--- config.mk ---
export PLATFORM = sky130hd
export DESIGN_NAME = subpage_prefetch_ctrl
export DESIGN_NICKNAME = d
export VERILOG_FILES = /design/src/rtl/spf_pkg.sv /design/src/rtl/spf_chan_timer.sv /design/src/rtl/spf_pf_window.sv /design/src/rtl/subpage_prefetch_ctrl.sv
export SDC_FILE = /design/constraint.sdc
export NUM_CORES = 1
export LEC_CHECK = 0
export ABC_AREA = 1
export ABC_CLOCK_PERIOD_IN_PS = 3550
export BUFFER_PORTS_ARGS = -buffer_cell sky130_fd_sc_hd__buf_4
export CAP_MARGIN = 20
export CELL_PAD_IN_SITES_DETAIL_PLACEMENT = 1
export CELL_PAD_IN_SITES_GLOBAL_PLACEMENT = 2
export CORE_ASPECT_RATIO = 1.25
export CORE_UTILIZATION = 29
export CTS_CLUSTER_DIAMETER = 50
export DETAILED_ROUTE_END_ITERATION = 10
export PLACE_DENSITY_LB_ADDON = 0.3
export SYNTH_ARGS = -nofsm -noshare
export SYNTH_HDL_FRONTEND = slang
export SYNTH_SLANG_ARGS = --single-unit
--- constraint.sdc ---
create_clock -name clk -period 3.55 [get_ports clk]
set_clock_uncertainty 0.05 [all_clocks]
set_input_delay 0.355 -clock clk [delete_from_list [all_inputs] [get_ports clk]]
set_output_delay 0.355 -clock clk [all_outputs]
set_load 0.1 [all_outputs]
--- src/rtl/spf_pkg.sv ---
package spf_pkg;
  typedef enum logic {
    S_WAIT = 1'b0,
    S_XFER = 1'b1
  } spf_state_e;
endpackage

--- src/rtl/spf_chan_timer.sv ---
module spf_chan_timer #(
  parameter int INIT_LAT = 300,
  parameter int BEAT_CYC = 3,
  parameter int BEATS    = 32
) (
  input  logic                     clk,
  input  logic                     rst_n,
  input  logic                     start,
  output logic                     busy,
  output logic                     beat,
  output logic                     last,
  output logic [$clog2(BEATS)-1:0] beat_idx
);
  localparam int LAT_W = $clog2(INIT_LAT + 1);
  localparam int CYC_W = $clog2(BEAT_CYC + 1);
  localparam int IDX_W = $clog2(BEATS);

  logic             busy_q, busy_d;
  logic             lat_ph_q, lat_ph_d;
  logic [LAT_W-1:0] lat_q, lat_d;
  logic [CYC_W-1:0] cyc_q, cyc_d;
  logic [IDX_W-1:0] idx_q, idx_d;

  assign beat     = busy_q && !lat_ph_q && (cyc_q == '0);
  assign last     = beat && (idx_q == IDX_W'(BEATS - 1));
  assign busy     = busy_q;
  assign beat_idx = idx_q;

  always_comb begin
    busy_d   = busy_q;
    lat_ph_d = lat_ph_q;
    lat_d    = lat_q;
    cyc_d    = cyc_q;
    idx_d    = idx_q;
    if (start) begin
      busy_d   = 1'b1;
      lat_ph_d = 1'b1;
      lat_d    = LAT_W'(INIT_LAT - 1);
      cyc_d    = CYC_W'(BEAT_CYC - 1);
      idx_d    = '0;
    end else if (busy_q) begin
      if (lat_ph_q) begin
        if (lat_q == '0) lat_ph_d = 1'b0;
        else             lat_d    = lat_q - 1'b1;
      end else if (cyc_q == '0) begin
        cyc_d = CYC_W'(BEAT_CYC - 1);
        idx_d = idx_q + 1'b1;
        if (last) busy_d = 1'b0;
      end else begin
        cyc_d = cyc_q - 1'b1;
      end
    end
  end

  always_ff @(posedge clk or negedge rst_n) begin
    if (!rst_n) begin
      busy_q   <= 1'b0;
      lat_ph_q <= 1'b0;
      lat_q    <= '0;
      cyc_q    <= '0;
      idx_q    <= '0;
    end else begin
      busy_q   <= busy_d;
      lat_ph_q <= lat_ph_d;
      lat_q    <= lat_d;
      cyc_q    <= cyc_d;
      idx_q    <= idx_d;
    end
  end

  // a running transfer is never restarted by the sequencer
  p_start_idle_r5: assert property (@(posedge clk) disable iff (!rst_n)
    start |-> !busy_q);
endmodule

--- src/rtl/spf_pf_window.sv ---
module spf_pf_window #(
  parameter int SUB_W = 6,
  parameter int CNT_W = 3
) (
  input  logic             clk,
  input  logic             rst_n,
  input  logic             load,
  input  logic [SUB_W-1:0] load_sub,
  input  logic [CNT_W-1:0] load_cnt,
  input  logic             adv,
  output logic [SUB_W-1:0] cur_sub,
  output logic             more
);
  // one extra bit flags the step past the last subpage of the page
  logic [SUB_W:0]   nxt_q, nxt_d;
  logic [CNT_W-1:0] left_q, left_d;

  assign cur_sub = nxt_q[SUB_W-1:0];
  assign more    = (left_q != '0) && !nxt_q[SUB_W];

  always_comb begin
    nxt_d  = nxt_q;
    left_d = left_q;
    if (load) begin
      nxt_d  = {1'b0, load_sub} + (SUB_W + 1)'(1);
      left_d = load_cnt;
    end else if (adv) begin
      nxt_d  = nxt_q + (SUB_W + 1)'(1);
      left_d = left_q - CNT_W'(1);
    end
  end

  always_ff @(posedge clk or negedge rst_n) begin
    if (!rst_n) begin
      nxt_q  <= '0;
      left_q <= '0;
    end else begin
      nxt_q  <= nxt_d;
      left_q <= left_d;
    end
  end

  // the window is only stepped while it still lies inside the page
  p_adv_in_page_r7: assert property (@(posedge clk) disable iff (!rst_n)
    adv |-> more);
endmodule

--- src/rtl/subpage_prefetch_ctrl.sv ---
module subpage_prefetch_ctrl
  import spf_pkg::*;
#(
  parameter int PAGE_W    = 8,
  parameter int SUB_W     = 6,
  parameter int CNT_W     = 3,
  parameter int BUS_W     = 128,
  parameter int SUB_BYTES = 512,
  parameter int INIT_LAT  = 300,
  parameter int BEAT_CYC  = 3
) (
  input  logic                                     clk,
  input  logic                                     rst_n,
  input  logic                                     dm_valid,
  input  logic [PAGE_W-1:0]                        dm_page,
  input  logic [SUB_W-1:0]                         dm_sub,
  input  logic [CNT_W-1:0]                         pf_count,
  output logic                                     dm_ready,
  output logic [PAGE_W-1:0]                        q_page,
  output logic [SUB_W-1:0]                         q_sub,
  input  logic                                     q_hit,
  input  logic [BUS_W-1:0]                         rd_data,
  output logic                                     xfer_start,
  output logic                                     xfer_busy,
  output logic [PAGE_W-1:0]                        xfer_page,
  output logic [SUB_W-1:0]                         xfer_sub,
  output logic                                     xfer_prefetch,
  output logic                                     wr_valid,
  output logic [$clog2(SUB_BYTES*8/BUS_W)-1:0]     wr_beat,
  output logic [BUS_W-1:0]                         wr_data,
  output logic                                     fill_valid,
  output logic [PAGE_W-1:0]                        fill_page,
  output logic [SUB_W-1:0]                         fill_sub,
  output logic                                     fill_prefetch
);
  localparam int BEATS  = SUB_BYTES * 8 / BUS_W;
  localparam int BEAT_W = $clog2(BEATS);

  spf_state_e        state_q, state_d;
  logic [PAGE_W-1:0] page_q;
  logic [SUB_W-1:0]  sub_q;
  logic              pf_q;
  logic              start_q;
  logic              fill_q, fill_pf_q;
  logic [PAGE_W-1:0] fill_page_q;
  logic [SUB_W-1:0]  fill_sub_q;
  logic              wr_q;
  logic [BEAT_W-1:0] wr_beat_q;
  logic [BUS_W-1:0]  wr_data_q;

  logic              chan_busy, chan_beat, chan_last;
  logic [BEAT_W-1:0] chan_idx;
  logic [SUB_W-1:0]  win_sub;
  logic              win_more;
  logic              take_dm, pf_ok, issue;

  // demand outranks any prefetch not yet launched
  assign take_dm = dm_valid && (state_q == S_WAIT);
  assign pf_ok   = (state_q == S_WAIT) && !dm_valid && win_more;
  assign issue   = take_dm || (pf_ok && !q_hit);

  spf_pf_window #(.SUB_W(SUB_W), .CNT_W(CNT_W)) u_win (
    .clk(clk), .rst_n(rst_n),
    .load(take_dm), .load_sub(dm_sub), .load_cnt(pf_count),
    .adv(pf_ok), .cur_sub(win_sub), .more(win_more)
  );

  spf_chan_timer #(.INIT_LAT(INIT_LAT), .BEAT_CYC(BEAT_CYC), .BEATS(BEATS)) u_chan (
    .clk(clk), .rst_n(rst_n), .start(issue),
    .busy(chan_busy), .beat(chan_beat), .last(chan_last), .beat_idx(chan_idx)
  );

  always_comb begin
    state_d = state_q;
    if (issue)                                 state_d = S_XFER;
    else if (state_q == S_XFER && chan_last)   state_d = S_WAIT;
  end

  always_ff @(posedge clk or negedge rst_n) begin
    if (!rst_n) begin
      state_q     <= S_WAIT;
      page_q      <= '0;
      sub_q       <= '0;
      pf_q        <= 1'b0;
      start_q     <= 1'b0;
      fill_q      <= 1'b0;
      fill_pf_q   <= 1'b0;
      fill_page_q <= '0;
      fill_sub_q  <= '0;
      wr_q        <= 1'b0;
      wr_beat_q   <= '0;
      wr_data_q   <= '0;
    end else begin
      state_q <= state_d;
      start_q <= issue;
      fill_q  <= chan_last;
      wr_q    <= chan_beat;
      if (issue) begin
        page_q <= take_dm ? dm_page : page_q;
        sub_q  <= take_dm ? dm_sub : win_sub;
        pf_q   <= !take_dm;
      end
      if (chan_last) begin
        fill_page_q <= page_q;
        fill_sub_q  <= sub_q;
        fill_pf_q   <= pf_q;
      end
      if (chan_beat) begin
        wr_beat_q <= chan_idx;
        wr_data_q <= rd_data;
      end
    end
  end

  assign dm_ready      = (state_q == S_WAIT);
  assign q_page        = page_q;
  assign q_sub         = win_sub;
  assign xfer_start    = start_q;
  assign xfer_busy     = chan_busy;
  assign xfer_page     = page_q;
  assign xfer_sub      = sub_q;
  assign xfer_prefetch = pf_q;
  assign wr_valid      = wr_q;
  assign wr_beat       = wr_beat_q;
  assign wr_data       = wr_data_q;
  assign fill_valid    = fill_q;
  assign fill_page     = fill_page_q;
  assign fill_sub      = fill_sub_q;
  assign fill_prefetch = fill_pf_q;

  // the transfer target is frozen until the channel finishes
  p_hold_target_r5: assert property (@(posedge clk) disable iff (!rst_n)
    (chan_busy && !chan_last) |=> (chan_busy && $stable(page_q) && $stable(sub_q)));
  // a demand seen on a free channel is launched next, ahead of prefetch
  p_demand_first_r6: assert property (@(posedge clk) disable iff (!rst_n)
    (state_q == S_WAIT && dm_valid) |=> (xfer_start && !xfer_prefetch));
  // prefetch stays in the page and moves strictly upward
  p_same_page_r7: assert property (@(posedge clk) disable iff (!rst_n)
    (xfer_start && xfer_prefetch) |-> ($stable(xfer_page) && (xfer_sub > $past(xfer_sub))));
  // a prefetch is only launched for a subpage reported as not valid
  p_skip_valid_r8: assert property (@(posedge clk) disable iff (!rst_n)
    (xfer_start && xfer_prefetch) |-> !$past(q_hit));
  // fill strobe lasts exactly one cycle
  p_fill_pulse_r9: assert property (@(posedge clk) disable iff (!rst_n)
    fill_valid |=> !fill_valid);
endmodule

Word-level counts from Yosys, hierarchy flattened
Cells that the tools add are included.
{"block": "word_totals", "reg_bits": 195, "wordCells": 84, "output_inout_bits": 182, "input_bits": 149}
{"block": "op_classes", "add_sub_neg": 6, "eq_ne": 3, "reduce_logical": 27, "muxes": 28, "n_bitwise": 1}
{"cell": "9-bit 2-to-1 mux", "n": 4}
{"cell": "5-bit 2-to-1 mux", "n": 4}
{"cell": "7-bit 2-to-1 mux", "n": 2}
{"cell": "1-bit 2-to-1 mux", "n": 11}
{"cell": "2-bit nonzero test", "n": 5}
{"cell": "1-bit logical AND", "n": 9}
{"cell": "9-bit logical NOT", "n": 1}
{"cell": "9-bit by 1-bit subtractor with 9-bit output, second input constant", "n": 1}
{"cell": "2-bit 2-to-1 mux", "n": 4}
{"cell": "6-bit by 1-bit adder with 7-bit output, second input constant", "n": 1}
{"cell": "7-bit by 1-bit adder with 7-bit output, second input constant", "n": 1}
{"cell": "3-bit 2-to-1 mux", "n": 2}
{"cell": "6-bit 2-to-1 mux", "n": 1}
{"cell": "3-bit AND reduction", "n": 2}
{"cell": "5-bit by 1-bit adder with 5-bit output, second input constant", "n": 1}
{"cell": "5-bit equality test, second input constant", "n": 1}
{"cell": "1-bit logical NOT", "n": 5}
{"cell": "2-bit != test, second input constant", "n": 2}
{"cell": "2-bit AND reduction", "n": 2}
{"cell": "3-bit nonzero test", "n": 1}
{"cell": "3-bit by 1-bit subtractor with 3-bit output, second input constant", "n": 1}
{"cell": "2-bit logical NOT", "n": 1}
{"cell": "2-bit by 1-bit subtractor with 2-bit output, second input constant", "n": 1}
{"cell": "1-bit logical OR", "n": 1}
{"cell": "1-bit NOT", "n": 1}

Depth between registers and ports, before layout
Gate-level depths: netlist of the first run.
{"block": "depth", "word_depth": 9, "mapped_depth": 13, "mapped_depth_nobuf": 13}

By module
A second synthesis of the first run with hierarchy kept.
{"block": "hier_totals", "cells_unflattened": 672, "hier_area_um2": 8406.8}
{"mod": "subpage_prefetch_ctrl", "instances": 1, "seq_area_each_um2": 4179.0, "area_per_inst_um2": 6640.1, "cells_each": 448}
{"mod": "spf_chan_timer", "instances": 1, "seq_area_each_um2": 450.4, "area_per_inst_um2": 1026.0, "cells_each": 129}
{"mod": "spf_pf_window", "instances": 1, "seq_area_each_um2": 250.2, "area_per_inst_um2": 740.7, "cells_each": 95}

Least setup slack after synthesis of the first run
Ideal clock, no wire load.
{"block": "synth_path", "path_kind": "register -> register", "startpoint": "register u_chan.busy_q, in the netlist u_chan.busy", "endpoint": "register wr_data_q[42], in the netlist wr_data[42]", "synth_period_minus_slack_ps": 2032, "setup_ps": 122, "arrival_ps": 1860, "required_ps": 3378, "path_slack_ps": 1518, "n_path_buf": 2, "path_stages_with_launch": 8, "path_cell_list": "dfrtp_1 nand2_1 nor2_1 inv_1 buf_2 clkbuf_1 nand2_1 nand2_1"}
{"block": "synth_between", "elab_chain_cells": 2}
{"item": "start: declaration", "line": "spf_chan_timer.sv:18", "source": "logic busy_q, busy_d;"}
{"item": "start signal: assignment", "line": "spf_chan_timer.sv:63", "source": "busy_q <= busy_d;"}
{"item": "1-bit logical AND (2 in a row)", "line": "spf_chan_timer.sv:24", "source": "assign beat = busy_q && !lat_ph_q && (cyc_q == '0);"}
{"item": "end signal: assignment", "line": "subpage_prefetch_ctrl.sv:110", "source": "wr_data_q <= rd_data;"}
{"item": "end: declaration", "line": "subpage_prefetch_ctrl.sv:49", "source": "logic [BUS_W-1:0] wr_data_q;"}
No other way between the ends.
A chain may end at the register's enable or synchronous reset.

Worst setup path after layout of the first run
{"block": "layout_path", "startpoint": "register u_win.left_q[0]", "endpoint": "register u_chan.lat_q[7]"}
{"block": "layout_between", "elab_chain_cells": 7, "word_cells_on_any_way": 10, "classes_between": "1 x eq/ne; 1 x mux; 8 x reduce/logical"}
{"item": "start: declaration", "line": "spf_pf_window.sv:16", "source": "logic [CNT_W-1:0] left_q, left_d;"}
{"item": "start signal: assignment", "line": "spf_pf_window.sv:39", "source": "left_q <= left_d;"}
{"item": "3-bit nonzero test *", "line": "spf_pf_window.sv:19", "source": "assign more = (left_q != '0) && !nxt_q[SUB_W];"}
{"item": "1-bit logical AND *", "line": "spf_pf_window.sv:19"}
{"item": "1-bit logical AND *", "line": "subpage_prefetch_ctrl.sv:59", "source": "assign pf_ok = (state_q == S_WAIT) && !dm_valid && win_more;"}
{"item": "1-bit logical AND *", "line": "subpage_prefetch_ctrl.sv:60", "source": "assign issue = take_dm || (pf_ok && !q_hit);"}
{"item": "1-bit logical OR *", "line": "subpage_prefetch_ctrl.sv:60"}
{"item": "2-bit != test (no source line) or 2-bit nonzero test (tied branches)"}
{"item": "3-bit AND reduction (no source line)"}
{"item": "end signal: assignment", "line": "spf_chan_timer.sv:65", "source": "lat_q <= lat_d;"}
{"item": "end: declaration", "line": "spf_chan_timer.sv:20", "source": "logic [LAT_W-1:0] lat_q, lat_d;"}
Mark *: on every way between the ends. The rest lies on a longest branch, timed or not.

==> flow_summary.ini, run 1 <==
[yosys]
synth_simple_gate_area_share_pct = 26.2
synth_area_leader_cell = dfrtp_1
syn_inst = 906
synth-compound-area-share_pct = 4.72
synthAdderAreaFrac_pct = 1.25
yosys_warnings = 0
ys_ff_latch = 195
synthFlopType = dfrtp_1
async_flop_share_pct = 100
synth_top_family_by_area = simple AND/OR/NAND/NOR gates
synth_area_leaders = dfrtp_1 61%, nand2_1 23%, o21ai_0 2.3%, buf_4 2.1%, inv_1 2.0%
yosysUniqueCellTypes = 31
synth.top_cells.by_count = 481 x nand2_1, 195 x dfrtp_1, 43 x inv_1
synth_top_area_share_pct = 61.1
syn_area_sq_um = 7980
yosysMostFrequentCell = nand2_1
synth_mux_area_share_pct = 0
seq_area_frac_synth_pct = 61.1
synth_edf_count = 0
syn_area_per_cell_sq_um = 8.81
synthXorXnorAreaFrac_pct = 0.110
synth_nets = 1063

[placement]
place.gp.congestion = 0.742
place_ws_ns = 1.32
dp.final_hpwl_microns = 18000
dp.cells = 1533
numPortBuffers = 330

[sta]
slew_headroom_pct = 36.8
tns_ns = 0
slew_violations = 0
setup_viol = 0
rsz0062_at_grt = false
worst_slew_pin_slew_ns = 0.946
hold_violations = 0
fin_ws_ns = 1.36
fmax_mhz = 456
fin_crit_ns = 2.19
finalCritPeriodShare_pct = 61.8

[floorplanning]
die_y_microns = 187
die_area_sq_um = 28200
initial_utilization_pct = 29.7
row_count = 67
dieWidth_microns = 150
core_sq_um = 26900
ios = 331

[worst_setup_path]
crit_slowest_cell = dfrtp_1
max_stage_delay_ns = 0.34
required_ns = 3.83
critPathKind = register to register
r2r_slack_ns = 1.36
cp.arrival_ns = 2.47
cp-start-kind = register
worstPathCellList = inv_1 > ha_1 > ha_1 > nor2_1 > nand3_2 > inv_2 > nand2_2 > nand2_2 > inv_2 > nand2_2 > inv_2 > nand2_1 > o21ai_1
cp-end-kind = register
critPathMaxFanout = 22

[power]
switching_share_pct = 22.6
power_density_nw_per_um2 = 402
p_switching_w = 0.00102
clkPwrFrac_pct = 44.2
seqPwrFrac_pct = 49.3
p_leak_nw = 5.60
power_frac_comb_pct = 6.6
p_int_w = 0.00351
p_total_w = 0.00453
peakVddDrop_mv = 0.314

[clock_network]
cts_resized = 0
clock_latency_ns = 0.44
htree_levels = 4
path_clk_slew_ns = 0.07
clk_path_buf_depth = 2
numCtsBuffers = 17
cts_root_buffer = clkbuf_16
cts.sinks = 195
cts_tree = built
cts_setup_buffers = 0
cts_hold_buf = 1

[grt]
antenna_found_initial = 0
grt_pass1_vias = 7108
grt_pass1_wl_microns = 38900
grtUsageTotal_pct = 18.1
grt-ovfl-total = 0
grt_max_degree = 96

[job]
max_cap_violations = 0

[finish]
drive_above_1_share_pct = 32.4
nets = 1365
final_cells = 1564
fin_util_pct = 41.9
antennaDiodeCount = 0
synthToLayoutAreaGrowth_pct = 41.2
fill_cells = 3235

[route]
routed_wl_microns = 25100
drc_errors = 0
first_iter_violations = 291
drt-vias-per-instance = 4.38
antenna_left = 0
via_count = 6850
drt-pass1-iter-count = 4
post_drt_wl_per_cell_microns = 16.0

[hold_path]
hp-class = primary input to register

[outcome]
outcome = finished, final reports clean
-- cell type report --
cell class / count / area [sq um] / share of cell area (%)
clock inverter: 9 / 130 / 1.15
timing repair buffer: 337 / 2580 / 22.9
sequential: 195 / 4880 / 43.3
inverter: 52 / 198 / 1.75
clock buffer: 21 / 470 / 4.18
multi-input combinational: 605 / 2580 / 22.9
tap: 345 / 432 / 3.83
-- kinds of logic after synthesis --
| group | Yosys count |
|---|---|
| simple gates | 526 |
| flops | 195 |
| buf+inv | 106 |
| compound gates | 70 |
| fa+ha+maj | 8 |
| xor+xnor | 1 |
-- routing by layer --
metal / track usage, % / up-vias / wire length [microns]
li1: - / 3348 / -
met5: 0 / - / 0
met1: 19.9 / 3323 / 9600
met3: 4.34 / 20 / 1460
met4: 5.91 / 0 / 367
met2: 33.5 / 159 / 13700
-- path summary, 6_finish.rpt --
path,startpoint,endpoint,depth (start not counted)
worst max-delay path,u_win.left_q[0],u_chan.lat_q[7],13
worst min-delay path,rd_data[60],wr_data[60],3
worst max register to register,u_win.left_q[0],u_chan.lat_q[7],13
worst min register to register,u_chan.beat_idx[2],u_chan.beat_idx[2],1
max in group asynchronous,rst_n,wr_data[4],3
min in group asynchronous,rst_n,wr_data[28],2
-- flip-flops by register name, summed over array words and instances, names as in the netlist --
register	cells
wr_data	128
u_chan.lat_q	9
fill_page	8
q_page	8
u_win.nxt_q	7
fill_sub	6
xfer_sub	6
u_chan.beat_idx	5
wr_beat	5
u_win.left_q	3
u_chan.cyc_q	2
fill_prefetch	1
fill_valid	1
state_q	1
u_chan.busy	1
u_chan.lat_ph_q	1
wr_valid	1
xfer_prefetch	1
xfer_start	1
-- worst max-delay path, delay by kind of cell (launching register included) --
kind	cells	cell delay, ns
DFF	1	0.34
buffers and inverters	4	0.41
adders and majority gates	2	0.36
and+or+nand+nor	6	0.85
AOI/OAI and AO/OA	1	0.06
-- cells in the final DEF, fill, tap and decap left out, types with 2 or more instances in the layout --
cell type,netlist,final
nand2_1,481,481
buf_4,22,332
dfrtp_1,195,195
inv_1,43,42
o21ai_0,36,36
o21ai_1,17,17
clkbuf_16,0,17
nand3_1,11,11
nor2_1,12,11
inv_2,9,9
nand2_2,8,8
ha_1,8,8
a21oi_1,6,6
clkbuf_8,0,4
clkinvlp_4,0,4
nand2_4,3,3
o211ai_1,3,3
bufinv_16,0,3
buf_12,0,3
nor3_1,2,2
nor2_4,1,2
nor3_2,2,2
a31oi_1,2,2
o21ai_2,2,2
o21bai_1,2,2
nand3b_1,2,2
clkinv_2,0,2
-- power by group through the flow --
| stage | registers, W | logic (W) | clock network, W |
|---|---|---|---|
| finish | 0.00223 | 0.000297 | 0.00200 |
| global route | 0.00223 | 0.000318 | 0.00215 |
| CTS | 0.00223 | 0.000304 | 0.00208 |
| detailed placement | 0.00228 | 0.000302 | 0 |
| global placement | 0.00228 | 0.000302 | 0 |
| floorplan | 0.00232 | 0.0000597 | 0 |
-- stage by stage --
step	area (sq um)	hold WS, ns
4_1_cts	11300	0.0359
3_5_place_dp	10700	0.405
6_report	11300	0.0649
2_1_floorplan	7980	0.00941
3_3_place_gp	10700	0.388
5_1_grt	11300	0.0475
(Power assumes the default switching activity.)
==> run 2: changes to the inputs <==
ABC_CLOCK_PERIOD_IN_PS = 1900   (was 3550)
CORE_UTILIZATION = 24   (was 29)
clock period = 1.9 ns   (was 3.55 ns; I/O delays follow)
==> run 2 against run 1 <==
Effect of this change: total power grew 100%; maximum frequency grew 28%; sequential share of layout area shrank 5.8 points; final cell count grew 15%; clock-buffer cell count shrank 3; die area grew 21%; non-clock buffer count grew 155; sequential power grew 87%; critical endpoint is now u_win.nxt_q[4]; largest cell class unchanged; largest power group unchanged; highest routed layer unchanged.
==> flow_summary.ini, run 2 (synthesis results as in run 1) <==
[finish]
fin_util_pct = 39.8
final_common_cell = nand2_1
layout_common_cells = 481 x nand2_1, 342 x buf_4, 194 x dfrtp_1
largest_reg_flops = 128
antennaDiodeCount = 0
drive_above_1_share_pct = 30.2
synthToLayoutAreaGrowth_pct = 62.9
nets = 1520

[clock_network]
cts_tree = built
clk_path_buf_depth = 2
cts_root_buffer = clkbuf_16
numCtsBuffers = 17
htree_levels = 4
cts_setup_buffers = 0
clock_latency_ns = 0.44
path_clk_slew_ns = 0.08
cts.sinks = 195

[power]
p_total_w = 0.00907
p_leak_nw = 6.32
power_density_nw_per_um2 = 697
peakVddDrop_mv = 0.436

[worst_setup_path]
critPathMaxFanout = 13
cp.arrival_ns = 2.05
critPathKind = register to register
required_ns = 2.24
cp-end-kind = register
cp-start-kind = register

[route]
drt-pass1-iter-count = 4
post_drt_wl_per_cell_microns = 15.6
drt-vias-per-instance = 4.14
antenna_left = 0
routed_wl_microns = 27900
drc_errors = 0
via_count = 7419
first_iter_violations = 382

[sta]
fin_crit_ns = 1.71
slew_violations = 0
slew_headroom_pct = 71.5
worst_slew_pin_slew_ns = 0.428
finalCritPeriodShare_pct = 90.1
rsz0062_at_grt = true
fmax_mhz = 584
setup_viol = 0
hold_violations = 0

[floorplanning]
die_y_microns = 206
row_count = 74
ios = 331
dieWidth_microns = 165
initial_utilization_pct = 24.4
core_sq_um = 32700
die_area_sq_um = 34000

[grt]
grt_pass1_vias = 7812
grt-ovfl-total = 0
grtUsageTotal_pct = 16.4
antenna_found_initial = 0
grt_pass1_wl_microns = 42500
grt_max_degree = 65

[hold_path]
hp-class = primary input to register

[job]
max_cap_violations = 0

[placement]
dp.final_hpwl_microns = 19500
numPortBuffers = 330
place.gp.congestion = 0.751

[outcome]
outcome = finished, final reports clean
-- run 2: power breakdown --
| group | switching, W | internal (W) | total (W) |
|---|---|---|---|
| clock network | 0.00178 | 0.00229 | 0.00407 |
| registers | 0.0000123 | 0.00416 | 0.00417 |
| logic | 0.000395 | 0.000429 | 0.000824 |
| total | 0.00219 | 0.00688 | 0.00907 |
-- run 2: per-stage QoR --
stage | hold slack [ns] | instances | worst slack (ns) | TNS (ns) | area [sq um]
after floorplan | -0.156 | 906 | 0.0619 | 0 | 7980
after detailed placement | 0.125 | 1622 | 0.0893 | 0 | 10900
after global placement | 0.115 | 1622 | 0.121 | 0 | 10900
final | 0.0403 | 1794 | 0.189 | 0 | 13000
after global routing | 0.0522 | 1794 | -0.0331 | -0.0331 | 13000
after CTS | 0.0255 | 1794 | 0.0827 | 0 | 13000
-- run 2: path summary, 6_finish.rpt --
path | startpoint | to | slack, ns | cells after the start
hold reg to reg | u_chan.beat_idx[2] | u_chan.beat_idx[2] | 0.42 | 1
setup reg to reg | u_win.left_q[0] | u_win.nxt_q[4] | 0.19 | 10
max in group asynchronous | rst_n | wr_data[44] | 0.95 | 3
min in group asynchronous | rst_n | wr_data[25] | 0.20 | 2
hold / removal | dm_sub[3] | u_win.nxt_q[3] | 0.04 | 4
setup / recovery | u_win.left_q[0] | u_win.nxt_q[4] | 0.19 | 10
-- run 2: final cells by class --
class | instances | area (sq um)
Timing Repair Buffer | 492 | 4150
Inverter | 52 | 200
Multi-Input combinational cell | 605 | 2600
Tap cell | 418 | 523
Clock buffer | 18 | 439
Sequential cell | 195 | 4880
Clock inverter | 14 | 211
Fill cell | 3844 | 19700
-- run 2: worst max-delay path, cell delays in order (launching register included) --
cell and delay [ns]:
dfrtp_1 0.35, inv_1 0.05, ha_1 0.19, ha_1 0.18, nor2_1 0.11, nand3_2 0.09, nand2_2 0.25, inv_2 0.12
a21oi_1 0.13, o21ai_1 0.08, nand2_1 0.06
-- run 2: metal layers --
metal	up-vias	share of wire [%]	track usage [%]
met5	-	0	0
met4	0	1.6	5.34
met3	22	4.8	3.55
met2	174	55	30.6
met1	3553	39	18.2
li1	3670	-	-
-- run 2: timing repair --
| item | CTS | global route |
|---|---|---|
| gates resized for setup | 0 | 6 |
| hold buffers | 140 | 0 |
| endpoints found under the hold margin | 196 | 0 |
| setup endpoints to repair | 0 | 7 |
==> run 3: changes to the inputs <==
PLACE_DENSITY = 0.84   (was default)
PLACE_DENSITY_LB_ADDON = default   (was 0.3)
==> run 3 against run 2 <==
Effect of this change: combinational power about the same; wire length increased by 1.1%; maximum frequency decreased by 0.26%; global-route usage increased by 0.13 points; cell area decreased by 0.39%; sequential cell count unchanged; total power decreased by 5.4%; register-to-register slack about the same; clock power decreased by 12%.
==> flow_summary.ini, run 3 (synthesis results as in run 1) <==
[floorplanning]
die_area_sq_um = 34000
dieWidth_microns = 165
die_y_microns = 206
core_sq_um = 32700
initial_utilization_pct = 24.4
ios = 331
row_count = 74

[sta]
setup_viol = 0
slew_headroom_pct = 76.0
rsz0062_at_grt = false
fin_crit_ns = 1.72
finalCritPeriodShare_pct = 90.3
slew_violations = 0
fin_ws_ns = 0.184
fmax_mhz = 583
hold_violations = 0
tns_ns = 0
worst_slew_pin_slew_ns = 0.360
fin_hold_ws_ns = 0.0288

[finish]
final_common_cell = nand2_1
drive_above_1_share_pct = 30.3
synthToLayoutAreaGrowth_pct = 62.3
largest_reg_flops = 128
fin_util_pct = 39.6
antennaDiodeCount = 0
layout_common_cells = 481 x nand2_1, 344 x buf_4, 194 x dfrtp_1
nets = 1523

[placement]
place.gp.congestion = 0.752
dp.final_hpwl_microns = 18800
numPortBuffers = 330
place_ws_ns = 0.109

[route]
post_drt_wl_per_cell_microns = 15.7
drt-pass1-iter-count = 4
via_count = 7687
antenna_left = 0
routed_wl_microns = 28200
first_iter_violations = 385
drc_errors = 0
drt-vias-per-instance = 4.28

[grt]
antenna_found_initial = 0
grtUsageTotal_pct = 16.6
grt_pass1_vias = 8339
grt-ovfl-total = 0
grt_max_degree = 61
grt_pass1_wl_microns = 43300

[clock_network]
cts.sinks = 195
cts_root_buffer = clkbuf_16
clk_path_buf_depth = 2
clock_latency_ns = 0.44
path_clk_slew_ns = 0.07
numCtsBuffers = 17
htree_levels = 4
cts_tree = built

[worst_setup_path]
cp.arrival_ns = 2.00
timing.rr.end = u_chan.lat_q[7]
critPathMaxFanout = 11
cp-end-kind = register
r2r_slack_ns = 0.18
required_ns = 2.18
worstReg2RegStart = u_win.left_q[0]
critPathKind = register to register
cp-start-kind = register
r2r_cells = 13

[hold_path]
hold_start = pf_count[0]
holdPathEnd = u_win.left_q[0]
hp-class = primary input to register
whs_path_depth = 5

[power]
p_leak_nw = 6.29
peakVddDrop_mv = 0.376
power_density_nw_per_um2 = 662
p_total_w = 0.00858

[outcome]
outcome = finished, final reports clean

[job]
max_cap_violations = 0
run 3: changes by cell type in the layout (fill, tap and decap cells not counted), sizes merged:
cell,change
bufinv,-3
clkinvlp,+4
inv,-5
buf,+3
clkinv,+3
run 3: routing by layer:
metal | vias up | share of wire, % | GRT usage, %
li1 | 3679 | - | -
met1 | 3733 | 39 | 17.7
met2 | 222 | 53 | 30.4
met3 | 53 | 5.4 | 4.13
met4 | 0 | 3.2 | 6.95
met5 | - | 0 | 0
run 3: what timing repair did:
action / in CTS / in global routing
resized for setup: 0 / 1
hold endpoints to repair: 334 / 0
setup endpoints to repair: 0 / 1
hold buffers: 140 / 0
setup buffers: 0 / 0
run 3: per-stage QoR:
step           instance area, sq um  cells
2_1_floorplan                  7980    906
3_3_place_gp                  11000   1625
3_5_place_dp                  11000   1625
4_1_cts                       12900   1796
5_1_grt                       13000   1796
6_report                      13000   1796
run 3: worst max-delay path, cell delays in order, from the launching register on:
cell	delay, ns
dfrtp_1	0.34
inv_1	0.05
ha_1	0.19
ha_1	0.19
nor2_1	0.11
nand3_2	0.09
inv_2	0.07
nand2_2	0.05
nand2_2	0.07
inv_2	0.11
nand2_4	0.12
inv_2	0.05
nand2_1	0.05
o21ai_1	0.05
run 3: area by class of cell:
type                    instances  area [sq um]
clock buffers                  18           439
well taps                     418           523
repair buffers                495          4200
fillers                      3820         19700
flip-flops and latches        195          4880
inverters                      52           198
clock inverters                13           130
multi-input cells             605          2590
run 3: worst max path at each step:
stage                     from              end  slack, ns  cells past startpoint
6_report       u_win.left_q[0]  u_chan.lat_q[7]       0.18                     13
2_1_floorplan          state_q   u_win.nxt_q[4]       0.06                     10
3_5_place_dp   u_win.left_q[0]  u_chan.lat_q[7]       0.11                     13
3_3_place_gp   u_win.left_q[0]  u_chan.lat_q[7]       0.11                     13
5_1_grt        u_win.left_q[0]  u_chan.lat_q[7]       0.03                     13
4_1_cts        u_win.left_q[0]  u_chan.lat_q[7]       0.09                     13
run 3: power by group:
part / internal (W) / leakage, nW / switching, W
Combinational: 0.000426 / 4.10 / 0.000397
Clock: 0.00186 / 0.264 / 0.00173
Sequential: 0.00416 / 1.92 / 0.0000113
